### config.mk
export PLATFORM = sky130hd
export DESIGN_NAME = irq_nest_ctrl
export DESIGN_NICKNAME = d
export VERILOG_FILES = /design/src/rtl/irq_pkg.sv /design/src/rtl/irq_edge_pend.sv /design/src/rtl/irq_order_fifo.sv /design/src/rtl/irq_svc_stack.sv /design/src/rtl/irq_nest_ctrl.sv
export SDC_FILE = /design/constraint.sdc
export NUM_CORES = 1
export LEC_CHECK = 0
export ABC_AREA = 1
export BUFFER_PORTS_ARGS = -buffer_cell sky130_fd_sc_hd__buf_2
export CAP_MARGIN = 20
export CORE_ASPECT_RATIO = 1.4
export CORE_MARGIN = 1.5
export CORE_UTILIZATION = 33
export CTS_CLUSTER_SIZE = 8
export DETAILED_ROUTE_END_ITERATION = 12
export HOLD_SLACK_MARGIN = 0.05
export PLACE_DENSITY_LB_ADDON = 0.08
export SYNTH_ARGS = -nofsm -noshare
export SYNTH_HDL_FRONTEND = slang
export SYNTH_SLANG_ARGS = --single-unit
export TNS_END_PERCENT = 10
### constraint.sdc
create_clock -name clk -period 9 [get_ports clk]
set_input_delay 0.45 -clock clk [delete_from_list [all_inputs] [get_ports clk]]
set_output_delay 0.45 -clock clk [all_outputs]
set_load 0.02 [all_outputs]
### src/rtl/irq_pkg.sv
// Shared definitions for the interrupt controller.
// Assumes: it is compiled before every module that imports it.
package irq_pkg;
    typedef enum logic {
        POL_SEQ  = 1'b0,
        POL_NEST = 1'b1
    } irq_policy_e;
endpackage

### src/rtl/irq_edge_pend.sv
// Rising-edge detection and pending flags, one per source line.
// Assumes: the request lines are already synchronous to clk.
// A new edge wins over a clear aimed at the same source in the same cycle.
module irq_edge_pend #(
    parameter int N = 3
) (
    input  logic         clk,
    input  logic         rst_n,
    input  logic [N-1:0] req,
    input  logic [N-1:0] clr_mask,
    output logic [N-1:0] rise,
    output logic [N-1:0] pend
);
    logic [N-1:0] req_q;

    // Edge detect against the value from the previous cycle.
    assign rise = req & ~req_q;

    // Remember the previous line level.
    always_ff @(posedge clk) begin
        if (!rst_n) req_q <= '0;
        else        req_q <= req;
    end

    // Set on an edge, clear on acknowledge.
    always_ff @(posedge clk) begin
        if (!rst_n) pend <= '0;
        else        pend <= (pend & ~clr_mask) | rise;
    end

    generate
        for (genvar g = 0; g < N; g++) begin : g_chk
            a_r2_edge_sets: assert property (@(posedge clk) disable iff (!rst_n)
                (req[g] && !req_q[g]) |=> pend[g]);
        end
    endgenerate
endmodule

### src/rtl/irq_order_fifo.sv
// Arrival-order queue of source ids, used for sequential handling.
// Assumes: the caller masks out any source that is already pending, so the
// queue holds each source at most once and never needs more than N slots.
// When it pops and appends in the same cycle, the pop happens first.
// Edges in the same cycle are appended lowest index first.
module irq_order_fifo #(
    parameter int N   = 3,
    parameter int IDW = 2,
    parameter int CW  = 2
) (
    input  logic           clk,
    input  logic           rst_n,
    input  logic [N-1:0]   push_mask,
    input  logic           pop,
    output logic [IDW-1:0] head,
    output logic           empty
);
    logic [IDW-1:0] q   [N];
    logic [IDW-1:0] q_n [N];
    logic [CW-1:0]  cnt, cnt_n;

    assign head  = q[0];
    assign empty = (cnt == '0);

    // Next state: shift on pop, then append new arrivals in index order.
    always_comb begin
        q_n   = q;
        cnt_n = cnt;
        if (pop && cnt != '0) begin
            for (int k = 0; k < N - 1; k++) q_n[k] = q[k+1];
            q_n[N-1] = '0;
            cnt_n    = cnt - 1'b1;
        end
        for (int i = 0; i < N; i++) begin
            if (push_mask[i] && cnt_n < CW'(N)) begin
                q_n[cnt_n[IDW-1:0]] = IDW'(i);
                cnt_n = cnt_n + 1'b1;
            end
        end
    end

    // Queue storage and fill count.
    always_ff @(posedge clk) begin
        if (!rst_n) begin
            for (int k = 0; k < N; k++) q[k] <= '0;
            cnt <= '0;
        end else begin
            q   <= q_n;
            cnt <= cnt_n;
        end
    end

    a_r6_fill_bound: assert property (@(posedge clk) disable iff (!rst_n)
        cnt <= CW'(N));
endmodule

### src/rtl/irq_svc_stack.sv
// Stack of the sources in service; the top entry is the active one.
// Assumes: a push is only requested for a source that outranks the top
// (nested) or when the stack is empty (sequential), so depth N is enough.
// A pop and a push in the same cycle replace the top entry.
module irq_svc_stack #(
    parameter int N   = 3,
    parameter int IDW = 2,
    parameter int CW  = 2
) (
    input  logic           clk,
    input  logic           rst_n,
    input  logic           push,
    input  logic [IDW-1:0] push_id,
    input  logic           pop,
    output logic           top_valid,
    output logic [IDW-1:0] top_id,
    output logic           full
);
    logic [IDW-1:0] mem [N];
    logic [CW-1:0]  sp;
    logic [CW-1:0]  sp_m1;
    logic           pop_eff;

    assign sp_m1     = sp - 1'b1;
    assign top_valid = (sp != '0);
    assign full      = (sp == CW'(N));
    assign top_id    = top_valid ? mem[sp_m1[IDW-1:0]] : '0;
    assign pop_eff   = pop && top_valid;

    // Update the stack pointer and the entries.
    always_ff @(posedge clk) begin
        if (!rst_n) begin
            sp <= '0;
            for (int k = 0; k < N; k++) mem[k] <= '0;
        end else if (pop_eff && push) begin
            mem[sp_m1[IDW-1:0]] <= push_id;
        end else if (pop_eff) begin
            sp <= sp_m1;
        end else if (push && !full) begin
            mem[sp[IDW-1:0]] <= push_id;
            sp <= sp + 1'b1;
        end
    end

    a_r9_pop_shrinks: assert property (@(posedge clk) disable iff (!rst_n)
        (pop_eff && !push) |=> (sp == $past(sp) - 1'b1));
    a_r3_no_push_full: assert property (@(posedge clk) disable iff (!rst_n)
        push |-> (!full || pop_eff));
endmodule

### src/rtl/irq_nest_ctrl.sv
// Interrupt controller with a sequential (arrival order) and a nested
// (priority preemption) policy.
// Assumes: mode_nested changes only while nothing is pending or in service,
// and the processor acknowledges only while irq_req is high.
// SRC_PRIO packs one level per source, with source 0 in the low bits.
module irq_nest_ctrl
    import irq_pkg::*;
#(
    parameter int                   N_SRC    = 3,
    parameter int                   PRIO_W   = 3,
    parameter logic [N_SRC*PRIO_W-1:0] SRC_PRIO = {3'd5, 3'd4, 3'd2},
    localparam int                  IDW      = (N_SRC > 1) ? $clog2(N_SRC) : 1,
    localparam int                  CW       = $clog2(N_SRC + 1)
) (
    input  logic             clk,
    input  logic             rst_n,
    input  logic [N_SRC-1:0] src_req,
    input  logic             mode_nested,
    output logic             irq_req,
    output logic [IDW-1:0]   irq_id,
    input  logic             irq_ack,
    input  logic             svc_done,
    output logic             active_valid,
    output logic [IDW-1:0]   active_id
);
    irq_policy_e         policy;
    logic [N_SRC-1:0]    rise, pend, clr_mask, push_mask;
    logic                ack_fire;
    logic [IDW-1:0]      fifo_head;
    logic                fifo_empty, fifo_pop, head_live;
    logic                seq_valid;
    logic                best_v, nest_valid;
    logic [IDW-1:0]      best_id;
    logic [PRIO_W-1:0]   best_p, top_p;
    logic                stk_full;

    // Level of a source, read from the packed parameter.
    function automatic logic [PRIO_W-1:0] level_of(input logic [IDW-1:0] id);
        return SRC_PRIO[id*PRIO_W +: PRIO_W];
    endfunction

    assign policy   = mode_nested ? POL_NEST : POL_SEQ;
    assign ack_fire = irq_ack && irq_req;

    // One-hot clear for the source that was just acknowledged.
    always_comb begin
        clr_mask = '0;
        if (ack_fire) clr_mask[irq_id] = 1'b1;
    end

    // Queue a new arrival unless the source is already waiting.
    assign push_mask = rise & (~pend | clr_mask);

    irq_edge_pend #(.N(N_SRC)) u_pend (
        .clk(clk), .rst_n(rst_n), .req(src_req), .clr_mask(clr_mask),
        .rise(rise), .pend(pend)
    );

    // Drop the head once it is served, or when its source is no longer pending.
    assign head_live = !fifo_empty && pend[fifo_head];
    assign fifo_pop  = !fifo_empty && (!pend[fifo_head] ||
                       (ack_fire && irq_id == fifo_head));

    irq_order_fifo #(.N(N_SRC), .IDW(IDW), .CW(CW)) u_order (
        .clk(clk), .rst_n(rst_n), .push_mask(push_mask), .pop(fifo_pop),
        .head(fifo_head), .empty(fifo_empty)
    );

    irq_svc_stack #(.N(N_SRC), .IDW(IDW), .CW(CW)) u_stack (
        .clk(clk), .rst_n(rst_n), .push(ack_fire), .push_id(irq_id),
        .pop(svc_done), .top_valid(active_valid), .top_id(active_id),
        .full(stk_full)
    );

    // Sequential candidate: the oldest live arrival, only when idle.
    assign seq_valid = !active_valid && head_live;

    // Nested candidate: the most urgent pending source, lowest index on a tie.
    always_comb begin
        best_v  = 1'b0;
        best_id = '0;
        best_p  = '0;
        for (int i = 0; i < N_SRC; i++) begin
            if (pend[i] && (!best_v || level_of(IDW'(i)) > best_p)) begin
                best_v  = 1'b1;
                best_id = IDW'(i);
                best_p  = level_of(IDW'(i));
            end
        end
    end

    assign top_p      = level_of(active_id);
    assign nest_valid = best_v && (!active_valid || best_p > top_p);

    // Pick the offer according to the policy in force.
    always_comb begin
        if (policy == POL_NEST) begin
            irq_req = nest_valid;
            irq_id  = best_id;
        end else begin
            irq_req = seq_valid;
            irq_id  = fifo_head;
        end
    end

    a_r4_seq_quiet: assert property (@(posedge clk) disable iff (!rst_n)
        (policy == POL_SEQ && active_valid) |-> !irq_req);
    a_r8_nest_outranks: assert property (@(posedge clk) disable iff (!rst_n)
        (policy == POL_NEST && irq_req && active_valid) |->
            (level_of(irq_id) > level_of(active_id)));
    a_r3_ack_enters: assert property (@(posedge clk) disable iff (!rst_n)
        (ack_fire && !svc_done) |=> (active_valid && active_id == $past(irq_id)));
    a_r11_idle_done: assert property (@(posedge clk) disable iff (!rst_n)
        (svc_done && !active_valid && !ack_fire) |=> !active_valid);
    a_r3_offer_pending: assert property (@(posedge clk) disable iff (!rst_n)
        irq_req |-> pend[irq_id]);
endmodule

Word-level counts from Yosys, hierarchy flattened
Memories as Yosys holds them, arrays and structs flattened.
Cells that the tools add are included.
{"block": "word_totals", "register_bits": 16, "latchBits": 0, "ramBits": 6, "romBits": 0, "inputBits": 8, "output_inout_bits": 6, "wordCells": 137, "memories": 1}
{"block": "op_classes", "n_addsub": 6, "mul": 1, "div_mod_pow": 0, "n_lt_le_gt_ge": 15, "eq_ne": 2, "shifts": 1, "mux": 48, "n_bitwise": 20, "n_reduce_logical": 36}
{"memory": "u_stack.mem", "words": 3, "word_bits": 2, "read_ports": 1, "rd_ports_with_merged_regs": 0, "wr": 3, "line": "irq_svc_stack.sv:19", "text": "logic [IDW-1:0] mem [N];"}
{"operator": "$mux 2", "n": 17}
{"operator": "$mux 6", "n": 4}
{"operator": "$logic_and 1x1->1", "n": 19}
{"operator": "$mux 1", "n": 19}
{"operator": "$and 3x3->3", "n": 5}
{"operator": "$not 3->3", "n": 5}
{"operator": "$demux 2 s2", "n": 3}
{"operator": "$or 3x3->3", "n": 4}
{"operator": "$ge 3x3->1 const B", "n": 3}
{"operator": "$lt 3x1->1 const B", "n": 3}
{"operator": "$mux 3", "n": 3}
{"operator": "$not 2->3", "n": 3}
{"operator": "$shiftx 9x5->3 const A", "n": 1}
{"operator": "$add 2x1->2 const B", "n": 4}
{"operator": "$and 6x6->6", "n": 1}
{"operator": "$logic_not 1->1", "n": 6}
{"operator": "$lt 2x2->1 const B", "n": 3}
{"operator": "$lt 2x3->1 const B", "n": 2}
{"operator": "$not 6->6", "n": 1}
{"operator": "$reduce_bool 2->1", "n": 3}
{"operator": "$logic_or 1x1->1", "n": 4}
{"operator": "$mul 2x2->4 const B", "n": 1}
{"operator": "$reduce_or 2->1", "n": 2}
{"operator": "$sub 2x1->2 const B", "n": 2}
{"operator": "11 further kinds", "n": 11}

Longest topological paths before layout
Gate-level depths: netlist (run 1).
{"block": "depth", "ltp_word": 33, "depth_mapped": 37, "ltp_nobuf": 37}

Cells and area by module
A second synthesis (run 1) with hierarchy kept.
{"block": "unflattened", "cells_unflattened": 280, "hier_area_um2": 1976.9}
{"module": "irq_order_fifo", "n_inst": 1, "cells_per_inst": 108, "area_each_um2": 759.5, "seq_area_each_um2": 160.2}
{"module": "irq_svc_stack", "n_inst": 1, "cells_per_inst": 76, "area_each_um2": 634.4, "seq_area_each_um2": 280.3}
{"module": "irq_nest_ctrl", "n_inst": 1, "cells_per_inst": 65, "area_each_um2": 354.1, "seq_area_each_um2": 0.0}
{"module": "irq_edge_pend", "n_inst": 1, "cells_per_inst": 31, "area_each_um2": 229.0, "seq_area_each_um2": 120.1}

Least setup slack after synthesis (run 1)
No wires, ideal clock.
{"block": "synth_path", "kind": "register -> register", "startpoint": "register u_stack.sp[0]", "endpoint": "register u_order.q[0] (netlist bit)", "setup_time_ps": 109, "t_arrival_ps": 4806, "required_ps": 8891, "setup_slack_ps": 4085, "path_stages_with_launch": 36, "n_path_buf": 0, "synth_period_minus_slack_ps": 4915, "path_cell_list": "dfxtp_1 > inv_1 > ha_1 > inv_1 > a21oi_1 > a32o_1 > nor2_1 > inv_1 > ha_1 > inv_1 > ha_1 > a21oi_1 > nand2_1 > nand2_1 > nand2_1 > nand2_2 > nand2_2 > nand3_1 > nand2_2 > nand2_2 > nand2_1 > nand2_1 > inv_1 > ha_1 > nor2_1 > nand2_4 > inv_2 > nand3_1 > nand2_1 > inv_1 > ha_1 > or2_0 > nand2_1 > nand3_1 > nand2_1 > inv_1"}
{"block": "synth_via", "elab_chain_len": 29, "word_cells_on_any_way": 58, "cone_classes": "3 x add/sub; 1 x mul; 10 x order compare; 1 x shift; 16 x mux; 10 x bitwise; 16 x reduce/logical; 1 x memory"}
{"item": "start: declaration", "line": "irq_svc_stack.sv:20", "text": "logic [CW-1:0] sp;"}
{"item": "start signal: assignment", "line": "irq_svc_stack.sv:38", "text": "sp <= sp_m1;"}
{"item": "start signal: assignment", "line": "irq_svc_stack.sv:41", "text": "sp <= sp + 1'b1;"}
{"item": "$sub 2x1->2", "line": "irq_svc_stack.sv:24", "text": "assign sp_m1 = sp - 1'b1;"}
{"item": "$mem_v2 3x2"}
{"item": "$mux 2 (*)", "line": "irq_svc_stack.sv:27", "text": "assign top_id = top_valid ? mem[sp_m1[IDW-1:0]] : '0;"}
{"item": "net active_id[0]", "line": "irq_nest_ctrl.sv:24", "text": "output logic [IDW-1:0] active_id"}
{"item": "$mul 2x2->4 (*)", "line": "irq_nest_ctrl.sv:39", "text": "return SRC_PRIO[id*PRIO_W +: PRIO_W];"}
{"item": "$shiftx 9x5->3 (*)", "line": "irq_nest_ctrl.sv:39"}
{"item": "$gt 3x3->1 (*)", "line": "irq_nest_ctrl.sv:93", "text": "assign nest_valid = best_v && (!active_valid || best_p > top_p);"}
{"item": "$logic_or 1x1->1 (*)", "line": "irq_nest_ctrl.sv:93"}
{"item": "[... 2 more ...]"}
{"item": "net irq_req", "line": "irq_nest_ctrl.sv:19", "text": "output logic irq_req,"}
{"item": "[... 12 more ...]"}
{"item": "$not 2->3 (not written as such)", "line": "irq_order_fifo.sv:36", "text": "q_n[cnt_n[IDW-1:0]] = IDW'(i);"}
{"item": "$ge 3x3->1 (not written as such) / $lt 3x1->1 (equally long branches)", "line": "irq_order_fifo.sv:36"}
{"item": "$logic_and 1x1->1 (not written as such)", "line": "irq_order_fifo.sv:36"}
{"item": "$mux 2 (not written as such)", "line": "irq_order_fifo.sv:36"}
{"item": "$demux 2 s2", "line": "irq_order_fifo.sv:36"}
{"item": "$not 3->3 (no line)"}
{"item": "$and 3x3->3 (no line)"}
{"item": "$mux 6 (*)", "line": "irq_order_fifo.sv:35", "text": "if (push_mask[i] && cnt_n < CW'(N)) begin"}
{"item": "end signal: assignment", "line": "irq_order_fifo.sv:48", "text": "q <= q_n;"}
{"item": "end: declaration", "line": "irq_order_fifo.sv:18", "text": "logic [IDW-1:0] q [N];"}
Mark *: on every way through the listed nets, which the timed path passes. The rest lies on a longest branch.
A chain may end at the register's enable or synchronous reset.

Worst setup path after layout (run 1)
{"block": "layout_path", "startpoint": "register u_stack.sp[0]", "endpoint": "register u_order.q[0] (netlist bit)"}
{"block": "layout_via", "elab_chain_len": 29, "word_cells_on_any_way": 58, "cone_classes": "3 x add/sub; 1 x mul; 10 x order compare; 1 x shift; 16 x mux; 10 x bitwise; 16 x reduce/logical; 1 x memory"}
{"item": "$sub 2x1->2", "line": "irq_svc_stack.sv:24"}
{"item": "$mem_v2 3x2"}
{"item": "$mux 2", "line": "irq_svc_stack.sv:27"}
{"item": "$mul 2x2->4", "line": "irq_nest_ctrl.sv:39"}
{"item": "$shiftx 9x5->3", "line": "irq_nest_ctrl.sv:39"}
{"item": "$gt 3x3->1", "line": "irq_nest_ctrl.sv:93"}
{"item": "$logic_or 1x1->1", "line": "irq_nest_ctrl.sv:93"}
{"item": "$logic_and 1x1->1", "line": "irq_nest_ctrl.sv:93"}
{"item": "[... 13 more ...]"}
{"item": "$not 2->3 (not written as such)", "line": "irq_order_fifo.sv:36"}
{"item": "$ge 3x3->1 (not written as such) / $lt 3x1->1 (equally long branches)", "line": "irq_order_fifo.sv:36"}
{"item": "$logic_and 1x1->1 (not written as such)", "line": "irq_order_fifo.sv:36"}
{"item": "$mux 2 (not written as such)", "line": "irq_order_fifo.sv:36"}
{"item": "$demux 2 s2", "line": "irq_order_fifo.sv:36"}
{"item": "$not 3->3 (no line)"}
{"item": "$and 3x3->3 (no line)"}
{"item": "$mux 6 (*)", "line": "irq_order_fifo.sv:35"}
Mark *: on every way between the ends. The rest lies on a longest branch, timed or not.

==> summary by stage, run 1 <==
Die
The total die area is 5772 µm². The floorplan has 31 rows. The core outline area is 5159 µm². The die boundary height is 89.30 µm. The initial cell density of the core is 34.03%.

The I/O pin count is 14. From left edge to right edge, the die measures 64.64 µm.

Synthesis
In the synthesized netlist the dominant register cell turns out to be dfxtp_1. In the synthesized netlist the async set-or-reset flop fraction comes to 0%. The proportion of netlist area held by the largest area contributor is 18.25%. Sequential cells were found to cover 31.93% of the synthesized design area. For this run, the number of Yosys warnings is 0. After synthesis, the largest family of logic cells by area is simple AND/OR/NAND/NOR gates. dfxtp_1 takes more of the synthesized area than any other cell. The distinct cell type count of the synthesized netlist is 32. By area the synthesized netlist is led by dfxtp_1 18%, edfxtp_1 14%, ha_1 11%, nand2_1 9.8%, nand3_1 8.3%. The post-synthesis cell area is 1755 µm². The multiplexer area fraction after synthesis is 0%. In this run, synthesis produced a sequential element count of 24. The synthesized netlist devotes 14.04% of its cell area to compound gates.

When the netlist entered floorplanning its net count stood at 266. Summing the areas of all and, or, nand and nor instances in the mapped netlist gives 32.00% of the synthesized area. The post-synthesis share of cell area spent on full adders, half adders and majority gates is 10.69%. Of the total synthesized cell area, the portion taken by XOR and XNOR cells is 0.4989%. The number of synthesized flops with an enable pin is 8. After technology mapping, the gate count stands at 243.

Dividing the synthesized area by the synthesized cell count gives 7.224 µm².

Critical path
In this run the critical register-to-register path is captured at u_order.q[0]. Across all register-to-register paths, the minimum setup slack is 3660 ps. The worst endpoint data arrival time is 5520 ps. The worst setup path is captured at a register. By instance count, the cell type seen most on the critical path is nand2_1. STA classifies the critical path startpoint as a register.

For this run, the slowest stage of the critical path takes 490 ps. Along the worst path, the maximum fanout reaches 13. The depth of the most critical reg-to-reg path is 35.

The start-to-end type of the worst setup path is reg2reg. The worst register-to-register path begins at u_stack.sp[0]. STA puts the critical path data required time at 9190 ps.

On the critical path, the stage with the largest delay is an instance of dfxtp_1.

Run
The tool flagged a number of max-cap violations equal to 0.

STA
Setup slack on the critical path of the routed design comes to 3661 ps. The total negative slack for setup checks is 0 ps. Setup repair after global routing left no endpoint under its margin.

The setup-violating endpoint count in the final report is 0. For this run, the top clock speed supported by timing is 0.1873 GHz. The measured slew at the worst slew-check pin is 488.5 ps. The clock arrives with 5.392 ps of skew. The hold violation count in the final report is 0.

The max-slew violation count was 0. The worst path uses 59.33% of the clock period. Measured against its own limit, the worst slew margin works out to 67.43%. The final period demand of the worst path is 5339 ps.

Clock tree
CTS built an H-tree with a depth of 1. The sink count of the clock tree is 24. Hold repair after CTS inserted 0 buffers. The number of buffers inserted to repair setup after CTS is 0. The largest buffer count on any clock path is 2. The TritonCTS buffer count is 3.

The TritonCTS clock tree is done. After clock tree synthesis, the clock-pin slew on the worst setup and hold paths is 90 ps. Post-CTS repair changed the size of 0 cells. The clock reaches the later pin of the worst-skew pair after 270 ps. CTS placed an instance of clkbuf_8 at the clock tree root.

Placement
The placer congestion estimate is 0.8421. The HPWL after detailed placement is 3.401 mm. The count of buffers from port buffering is 13.

Prior to clock tree synthesis, the placed netlist has a worst setup slack of 3647 ps.

Run status
The flow ran to the end, and the final reports show no timing, DRC or antenna violations.

Pwr
The design draws 666.1 µW. The leakage power summed over all cells is 0.0009466 µW. Dividing total power by cell area gives a power density of 342.8 nW/µm².

The worst-case IR drop observed on VDD is 0.1254 mV.

Routing
The post-detailed-route DRC marker count is 0. Dividing the detail-routed wire length by the instance count gives 12.70 µm. The detail route stage leaves a number of antenna-violating nets equal to 0. The via-per-instance ratio is 4.758. The first-pass iteration count of the detailed router is 4. The final layout contains routed wiring with a total length of 4.091 mm. The violation count after the first detailed-route iteration is 39. The routed layout has 1532 vias.

Final layout
Of the cells placed in the final design, the portion with a size suffix greater than 1 is 17.19%. 0 antenna diodes ended up in the layout. The layout overhead on the synthesized area is 10.69%. The final layout net count is 280.

Global route
The number of antenna violations at the first check in global routing came to 0. The first-pass GRT wire length is 6.755 mm. The pin count of the biggest net entering global routing is 15. For this run the aggregate overflow at the end of global routing stands at 0. The via count of the first global-routing pass is 1479. In the global route stage, overall resource usage came out at 15.56%.

Worst hold path
The endpoint of the worst hold-timing path is u_pend.req_q[1]. The tightest min-delay check is of the in2reg type. In this run the most critical hold path is launched from src_req[1].

The count of cells along the worst hold path is 3.
-- flip-flops by register name, summed over array words and instances, names as in the netlist --
register	cells
u_stack.mem	8
u_order.q	4
u_pend.pend	3
u_pend.req_q	3
u_order.cnt	2
u_order.head	2
u_stack.sp	2
-- Yosys cell counts, types with 2 or more instances --
cell       count
nand2_1       46
inv_1         38
nand3_1       29
nor2_1        22
dfxtp_1       16
a21oi_1       15
ha_1          15
nand2_2       12
edfxtp_1       8
o21ai_0        8
nand3_2        4
inv_2          3
o2111ai_1      3
o211ai_1       3
a31oi_1        2
buf_6          2
nor3_1         2
-- stage by stage --
| stage | instance area (µm²) | hold slack (ps) | utilization, % | cells |
|---|---|---|---|---|
| floorplan | 1755 | 480.8 | - | 243 |
| global placement | 1872 | 517.9 | 36.28 | 318 |
| detailed placement | 1872 | 530.9 | 36.28 | 318 |
| CTS | 1943 | 359.8 | 37.67 | 322 |
| global route | 1943 | 384.1 | 37.67 | 322 |
| finish | 1943 | 363.0 | 37.67 | 322 |
-- per-layer routing --
| metal | vias to the layer above | share of wire (%) | GRT usage [%] |
|---|---|---|---|
| met4 | 0 | 1.8 | 7.930 |
| met1 | 699 | 41 | 16.01 |
| met2 | 13 | 57 | 31.25 |
| met3 | 5 | 1.1 | 1.134 |
| li1 | 815 | - | - |
| met5 | - | 0 | 0 |
-- critical path, delay by kind of cell, from the launching register on --
family | cells | cell delay (ps)
AOI/OAI and AO/OA | 3 | 400
adders and majority gates | 5 | 1460
buffers and inverters | 8 | 660
DFF | 1 | 490
and+or+nand+nor | 19 | 2220
-- cell families after synthesis --
group	Yosys count
adders and majority gates	15
AOI/OAI and AO/OA	37
buffers and inverters	46
DFF	24
xor gates and xnor gates	1
and+or+nand+nor	120
-- report_power, final --
group / switching [µW] / internal, µW
combinational: 275 / 142
sequential: 18.8 / 133
clock: 36.8 / 59.5
total: 331 / 335
-- worst max path at each step --
stage                        from            to  slack (ps)  cells after the start
global placement    u_stack.sp[0]  u_order.q[0]        3620                     35
global route        u_stack.sp[0]  u_order.q[0]        3140                     35
detailed placement  u_stack.sp[0]  u_order.q[0]        3650                     35
floorplan           u_stack.sp[0]  u_order.q[0]        4080                     35
CTS                 u_stack.sp[0]  u_order.q[0]        3620                     35
finish              u_stack.sp[0]  u_order.q[0]        3660                     35
-- layout make-up --
cell class                 count  area (µm²)
multi-input combinational    173        1005
sequential                    24       560.5
timing repair buffer          13       65.06
clock inverter                 1       30.03
tap                           66       82.58
inverter                      42       158.9
clock buffer                   3       41.29
fill                         580        3216
-- cell usage in the layout (no fill, tap or decap), types with 2 or more instances in the layout --
cell	count
edfxtp_1	8
nand2_2	12
o2111ai_1	3
buf_2	13
dfxtp_1	16
nand2_1	46
inv_2	3
o21ai_0	8
inv_1	38
nand3_2	4
nor3_1	2
ha_1	15
nand3_1	29
nor2_1	22
o211ai_1	3
a31oi_1	2
a21oi_1	15
clkbuf_8	3
No activity file was read; power rests on OpenSTA's default activity.
==> run 2, diff against run 1 <==
--- a/config.mk
+++ b/config.mk
@@ -5,7 +5,7 @@
 export SDC_FILE = /design/constraint.sdc
 export NUM_CORES = 1
 export LEC_CHECK = 0
-export ABC_AREA = 1
+export ABC_AREA = 0
 export BUFFER_PORTS_ARGS = -buffer_cell sky130_fd_sc_hd__buf_2
 export CAP_MARGIN = 20
 export CORE_ASPECT_RATIO = 1.4
==> constraint.sdc (replaced) <==
create_clock -name clk -period 5.5 [get_ports clk]
set_input_delay 0.275 -clock clk [delete_from_list [all_inputs] [get_ports clk]]
set_output_delay 0.275 -clock clk [all_outputs]
set_load 0.02 [all_outputs]
==> summary by stage, run 2 <==
Clock tree
The insertion delay of the later-clocked pin in the worst-skew pair is 270 ps. The TritonCTS buffer count is 3. CTS saw 24 sinks. The longest clock path from root to sink contains 2 buffers.

TritonCTS built the clock tree. The cell sitting at the root of the clock tree is a clkbuf_8. In this run the number of H-tree levels came out at 1. Clock-pin slew was measured on the worst setup and hold paths at 90 ps.

Run status
The flow ran to the end, and the final reports show no timing, DRC or antenna violations.

STA
The relative max-transition margin is 42.75%. Final hold analysis gives a worst-case slack of 207.1 ps. The least setup slack across all paths after layout is 35.01 ps.

The max-slew violation count came to 0. On the final layout, the worst clock skew is 0.8853 ps. Setup repair after global routing could not meet its margin everywhere.

The final cycle utilization of the critical path is 99.36%. The maximum operating frequency is 0.1830 GHz. The hold violation count in the final report is 0. Setup violations remaining at the end of the flow were counted as 0. At the pin with the least slew margin, the transition time is 853.6 ps. The worst path in the final design needs a cycle of 5465 ps, including I/O delays and setup.

Final layout
After routing the design area is 2333 µm². The filler cell count in the final layout is 525. The register with the most flip-flops is u_stack.mem. Leaving out fill and tap cells, the most frequent cell in the layout is buf_4. Compared with the post-synthesis result, the final layout area differs by 28.80%. 0 antenna diodes ended up in the layout. In the final layout, the share of cells above drive strength 1 is 37.39%. The register with the most flip-flops in the layout has 8 of them. Leaving out fill and tap cells, the most frequent cells in the layout are 20 x buf_4, 15 x nand2_1, 14 x nor2_1, 14 x dfxtp_1, 13 x buf_2. In the final layout, the registers with the most flip-flops are u_stack.mem: 8 flops, u_order.q: 4 flops. The final layout net count is 254.

Global route
Global routing used 15.94% of the available tracks. Summed over all layers, the global routing overflow is 0. Entering global routing, the biggest net connects 16 pins. The first-pass GRT wire length is 7.300 mm.

met2 is the most crowded layer. Global routing consumed, on the met3 layer, 1.870% of the routing resources. For this run, global-route usage on met1 was measured as 17.54%. The number of antenna violations at the first check in global routing is 0. Global routing used 29.71% of the available met2 tracks. The via count of the first global-routing pass was 1536.

Critical path
At the worst endpoint, the arrival time is 5640 ps. The required time of the critical path is 5680 ps. Along the worst path, the maximum fanout reaches 5.

The depth of the most critical reg-to-reg path is 22. The category of the worst setup path capture point is a register. The start-to-end type of the worst setup path is reg2reg. The kind of start point of the critical path is a register.

Synthesis
In the synthesized netlist the dominant register cell turns out to be dfxtp_1. In the post-synthesis netlist, the biggest area contributors are dfxtp_1 18%, edfxtp_1 13%, ha_1 10%, nand2_1 3.5%, mux2i_1 3.3%. In the synthesized netlist, mux cells make up 8.633% of the area. The post-synthesis share of cell area spent on full adders, half adders and majority gates is 10.36%. The synthesized design contains 24 register bits.

By instance count, the leading cell after synthesis is nand2_1. The post-synthesis cell area is 1812 µm². The share of the synthesized netlist area taken by xor and xnor gates is 2.762%. For this run, the register share of the synthesized area comes to 30.94%. Summing the areas of all compound-gate instances in the mapped netlist gives 21.96% of the synthesized area.

Counting flops with a built-in enable in the synthesized netlist gives 8. The share of async-settable or async-resettable flops after synthesis is 0%. During synthesis, Yosys emitted a total of 0 warnings. The proportion of netlist area held by the largest area contributor is 17.68%. Counting every net in the synthesized netlist gives 221. The commonest cells after synthesis are 17 x nand2_1, 16 x dfxtp_1, 16 x inv_1. A synthesized cell averages 9.150 µm².

The largest area contributor in the netlist is dfxtp_1. After synthesis, the largest family of logic cells by area is compound AO/OA/AOI/OAI gates. Of the total synthesized cell area, the portion taken by AND, OR, NAND and NOR gates is 19.06%. The synthesized instance count is 198. The distinct cell type count of the synthesized netlist is 63.

Pwr
The leakage power summed over all cells is 0.0009625 µW. Dividing total power by cell area gives a power density of 712.9 nW/µm². The worst ir drop on vdd is 0.3897 mV.

Placement
After detailed placement, the total cell area comes to 2017 µm². The placer congestion estimate is 0.8145. OpenSTA, run right after detailed placement, puts the worst setup slack at -156.1 ps.

The count of buffers from port buffering is 13. The HPWL after detailed placement is 3.447 mm.

Routing
The violation count after the first detailed-route iteration is 93. In the final routed layout, each cell accounts on average for 16.11 µm. The residual antenna-violating net count after detailed routing is 0. For this block, the routed nets add up to 4.769 mm of wire. Across all layers, the routed design uses 1573 vias. The via-per-instance ratio is 5.314. The post-detailed-route DRC marker count is 0. The first detailed-routing pass ran for 5 iterations.

Die
The core outline area is 5236 µm². The die boundary height is 90.67 µm. The die outline width is 65.62 µm.

Once the floorplan was initialized, standard cells occupied 34.60% of the core. The die covers 5950 µm². 14 I/O pins were placed. The floorplan has 31 rows.

Worst hold path
The path class of the tightest hold or removal check is in2reg. Along the worst hold path, the cell count comes to 2.

Run
The number of maximum-capacitance violations is 0.
run 2: critical path: stages, from the launching register on:
cell and delay, ps:
dfxtp_2 370, buf_6 130, mux4_2 540, nand2_2 120, ha_4 130, inv_2 40, ha_4 210, nor2b_4 120
o21a_1 220, o21ai_4 250, a2111oi_4 110, or3_4 440, ha_4 180, or4_4 490, o32ai_4 170, mux2_4 260
inv_4 50, ha_4 150, or4_4 490, o21ai_4 220, buf_12 140, mux2_4 330, a31o_1 210
run 2: final timing paths:
check                   from               to  slack [ps]
max            u_stack.sp[0]  u_order.head[1]          40
min               src_req[0]  u_pend.req_q[0]         210
max reg2reg    u_stack.sp[0]  u_order.head[1]          40
min reg2reg  u_pend.req_q[2]   u_pend.pend[2]         530
run 2: repair_timing:
item / CTS / global route
pin swaps: 2 / 16
setup buffers: 1 / 13
resized for setup: 4 / 23
setup endpoints to repair: 8 / 8
hold buffers: 0 / 0
run 2: layer usage:
metal / up-vias / wire, µm
li1: 781 / -
met1: 768 / 1945
met2: 18 / 2678
met3: 6 / 67
met4: 0 / 77
met5: - / 0
run 2: cells by family after synthesis:
kind of cell,Yosys count
AOI/OAI and AO/OA,50
xor gates and xnor gates,4
adders and majority gates,15
muxes,12
buffers and inverters,28
and+or+nand+nor,65
DFF,24
run 2: per-stage QoR:
| stage | TNS [ps] | util [%] | total power, µW | std cells |
|---|---|---|---|---|
| 2_1_floorplan | 0 | - | 985.4 | 198 |
| 3_5_place_dp | -1032 | 38.52 | 1223 | 278 |
| 5_1_grt | -724.4 | 44.56 | 1787 | 296 |
| 3_3_place_gp | -116.0 | 38.52 | 1201 | 278 |
| 4_1_cts | -4.877 | 40.67 | 1427 | 283 |
| 6_report | 0 | 44.56 | 1664 | 296 |
run 2: report_power, final:
part           internal (µW)  switching (µW)
clock                   97.5            62.6
combinational            596             640
sequential               227            40.9
run 2: area by class of cell:
| type | instances | area (µm²) | area share (%) |
|---|---|---|---|
| Timing Repair Buffer | 35 | 246.5 | 10.56 |
| Inverter | 21 | 83.83 | 3.592 |
| Clock buffer | 3 | 41.29 | 1.769 |
| Sequential cell | 24 | 565.5 | 24.24 |
| Clock inverter | 1 | 30.03 | 1.287 |
| Tap cell | 66 | 82.58 | 3.539 |
| Multi-Input combinational cell | 146 | 1284 | 55.01 |
==> run 3, diff against run 2 <==
--- a/config.mk
+++ b/config.mk
@@ -11,9 +11,10 @@
 export CORE_ASPECT_RATIO = 1.4
 export CORE_MARGIN = 1.5
 export CORE_UTILIZATION = 33
-export CTS_CLUSTER_SIZE = 8
+export CTS_CLUSTER_SIZE = 14
 export DETAILED_ROUTE_END_ITERATION = 12
-export HOLD_SLACK_MARGIN = 0.05
+export GPL_TIMING_DRIVEN = 0
+export HOLD_SLACK_MARGIN = 0.1
 export PLACE_DENSITY_LB_ADDON = 0.08
 export SYNTH_ARGS = -nofsm -noshare
 export SYNTH_HDL_FRONTEND = slang
==> summary by stage, run 3 (synthesis results as in run 2) <==
Placement
The count of buffers from port buffering is 13. After legalization and detailed placement, the total HPWL measured 3.563 mm. At the end of routability-driven placement, the weighted congestion stood at 0.7445. The placed instances occupy a cell area of 2012 µm². OpenSTA, run right after detailed placement, puts the worst setup slack at -588.1 ps.

Final layout
The number of inserted diodes is 0. In the layout the commonest cells are 19 x buf_4, 15 x nand2_1, 14 x buf_2, 14 x nor2_1, 14 x dfxtp_1. The most common cell after layout, fill and taps aside is buf_4. The layout overhead on the synthesized area is 29.07%. In the final layout, the registers with the most flip-flops are u_stack.mem: 8 flops, u_order.q: 4 flops. The register with the most flip-flops in the final layout is u_stack.mem. The filler cell count in the final layout is 537. After the last flow step, the layout net total stands at 257.

In the final layout, the share of cells above drive strength 1 is 37.34%. The area of all placed cells without fillers is 2338 µm². The number of flip-flops in the largest register is 8.

STA
The maximum operating frequency is 0.1859 GHz. The setup-violating endpoint count in the final report is 0. The hold violation count in the final report is 0. Measured against its own limit, the worst slew margin works out to 50.24%. Dividing the final minimum period by the clock period gives 97.79%.

The least setup slack across all paths after layout is 121.7 ps. The final clock skew is 2.238 ps. Setup repair after global routing could not meet its margin everywhere. The final period demand of the worst path is 5378 ps. The measured slew at the worst slew-check pin is 742.0 ps. The max-slew violation count came to 0.

Global route
The via count of the first global-routing pass is 1604. The first-pass GRT wire length is 7.659 mm. Global routing used 16.66% of the available tracks across all layers. The number of antenna violations at the first check in global routing is 0. The residual overflow from global routing is 0. The pin count of the biggest net entering global routing is 15.

Worst hold path
The kind of path behind the tightest hold check is in2reg.

Die
The core outline area is 5236 µm². Pin placement for this block handled 14 I/O pins. In this run the vertical extent of the chip is 90.67 µm. The die is 65.62 µm wide. The total die area is 5950 µm². The initial cell density of the core is 34.60%. After floorplanning, the core was divided into 31 placement rows.

Pwr
The worst ir drop on vdd is 0.5286 mV. In this run the static leakage power is 0.0009617 µW. The power density relative to cell area is 686.5 nW/µm².

Clock tree
The clock tree root buffer cell is clkbuf_8. Counting along the longest clock path gives a buffer depth of 2. Clock tree synthesis inserted a total of 3 buffers.

The clock reaches the later pin of the worst-skew pair after 270 ps. The CTS clock-pin slew for the worst setup and hold paths is 90 ps. Counting every sink on the clock net gives 24. The TritonCTS clock tree is done.

The CTS H-tree depth is 1.

Routing
Dividing the detail-routed via count by the number of cells gives 5.355. The pre-antenna-repair detailed-routing pass consisted of 4 iterations. Dividing the detail-routed wire length by the instance count gives 16.40 µm. Wires add up to 4.905 mm. The routed layout has 1601 vias. Once detail routing completed, the nets flagged for antenna violations numbered 0. The post-detailed-route DRC marker count is 0.

In this run, the number of DRC markers left after iteration 0 of detailed routing was 41.

Critical path
The required time of the critical path is 5670 ps. The category of the worst setup path capture point is a register. Along the worst path, the maximum fanout reaches 5. The kind of start point of the critical path is a register. The start-to-end type of the worst setup path is reg2reg.

The worst endpoint data arrival time is 5550 ps.

Run status
The run finished with clean final reports.

Run
The number of maximum-capacitance violations is 0.
==> run 3: what timing repair did <==
| action | in CTS | in global routing |
|---|---|---|
| resized for setup | 16 | 12 |
| pin swaps | 8 | 18 |
| setup buffers | 11 | 9 |
| hold buffers | 0 | 0 |
| setup endpoints to repair | 8 | 8 |
==> run 3: layer usage <==
metal	share of wire [%]	vias up	global-route usage, %	routed length [µm]
met1	39	789	17.81	1902
li1	-	786	-	-
met4	1.8	0	5.382	89
met3	1.2	8	1.621	57
met2	58	18	32.49	2856
met5	0	-	0	0
==> run 3: cell type report <==
class                   count  area, µm²  area share [%]
repair buffers             33      219.0           9.363
well taps                  66      82.58           3.531
inverters                  21      90.09           3.852
clock inverters             1      30.03           1.284
flip-flops and latches     24      568.0           24.29
clock buffers               3      41.29           1.766
multi-input cells         146       1280           54.74
plain buffers               5      27.53           1.177
==> run 3: final timing paths <==
kind / start / to / slack (ps) / cells after the start
worst max register to register: u_stack.sp[0] / u_order.head[1] / 120 / 23
worst min register to register: u_pend.req_q[2] / u_pend.pend[2] / 520 / 2
worst min-delay path: src_req[0] / u_pend.req_q[0] / 220 / 2
worst max-delay path: u_stack.sp[0] / u_order.head[1] / 120 / 23
==> run 3: per-stage QoR <==
| step | setup TNS, ps | hold slack, ps | total power (µW) | cells | util [%] |
|---|---|---|---|---|---|
| floorplan | 0 | 396.7 | 985.4 | 198 | - |
| global placement | -3700 | 490.7 | 1158 | 277 | 38.42 |
| detailed placement | -4460 | 503.2 | 1197 | 277 | 38.42 |
| CTS | 0 | 217.7 | 1535 | 292 | 43.03 |
| global route | -210.5 | 226.5 | 1725 | 299 | 44.66 |
| finish | 0 | 218.3 | 1605 | 299 | 44.66 |
==> run 3: critical path, cell delays in order, from the launching register on <==
cell,delay [ps]
dfxtp_4,380
buf_6,130
mux4_2,550
nand2_2,110
ha_4,130
inv_2,30
ha_4,210
nor2b_4,120
o21a_1,200
o21ai_4,210
a2111o_1,160
and3_4,220
clkinvlp_4,120
ha_4,170
or4_4,490
o32ai_4,200
mux2_4,250
inv_4,40
ha_4,150
or4_4,490
o21ai_4,230
buf_4,150
mux2_4,320
a31o_1,200
==> run 3: power breakdown <==
group | total, µW | switching [µW] | internal (µW) | leakage (µW)
clock | 159 | 61.5 | 97.4 | 0.0000357
sequential | 267 | 39.6 | 227 | 0.000214
combinational | 1180 | 627 | 553 | 0.000712
total | 1610 | 728 | 878 | 0.000962
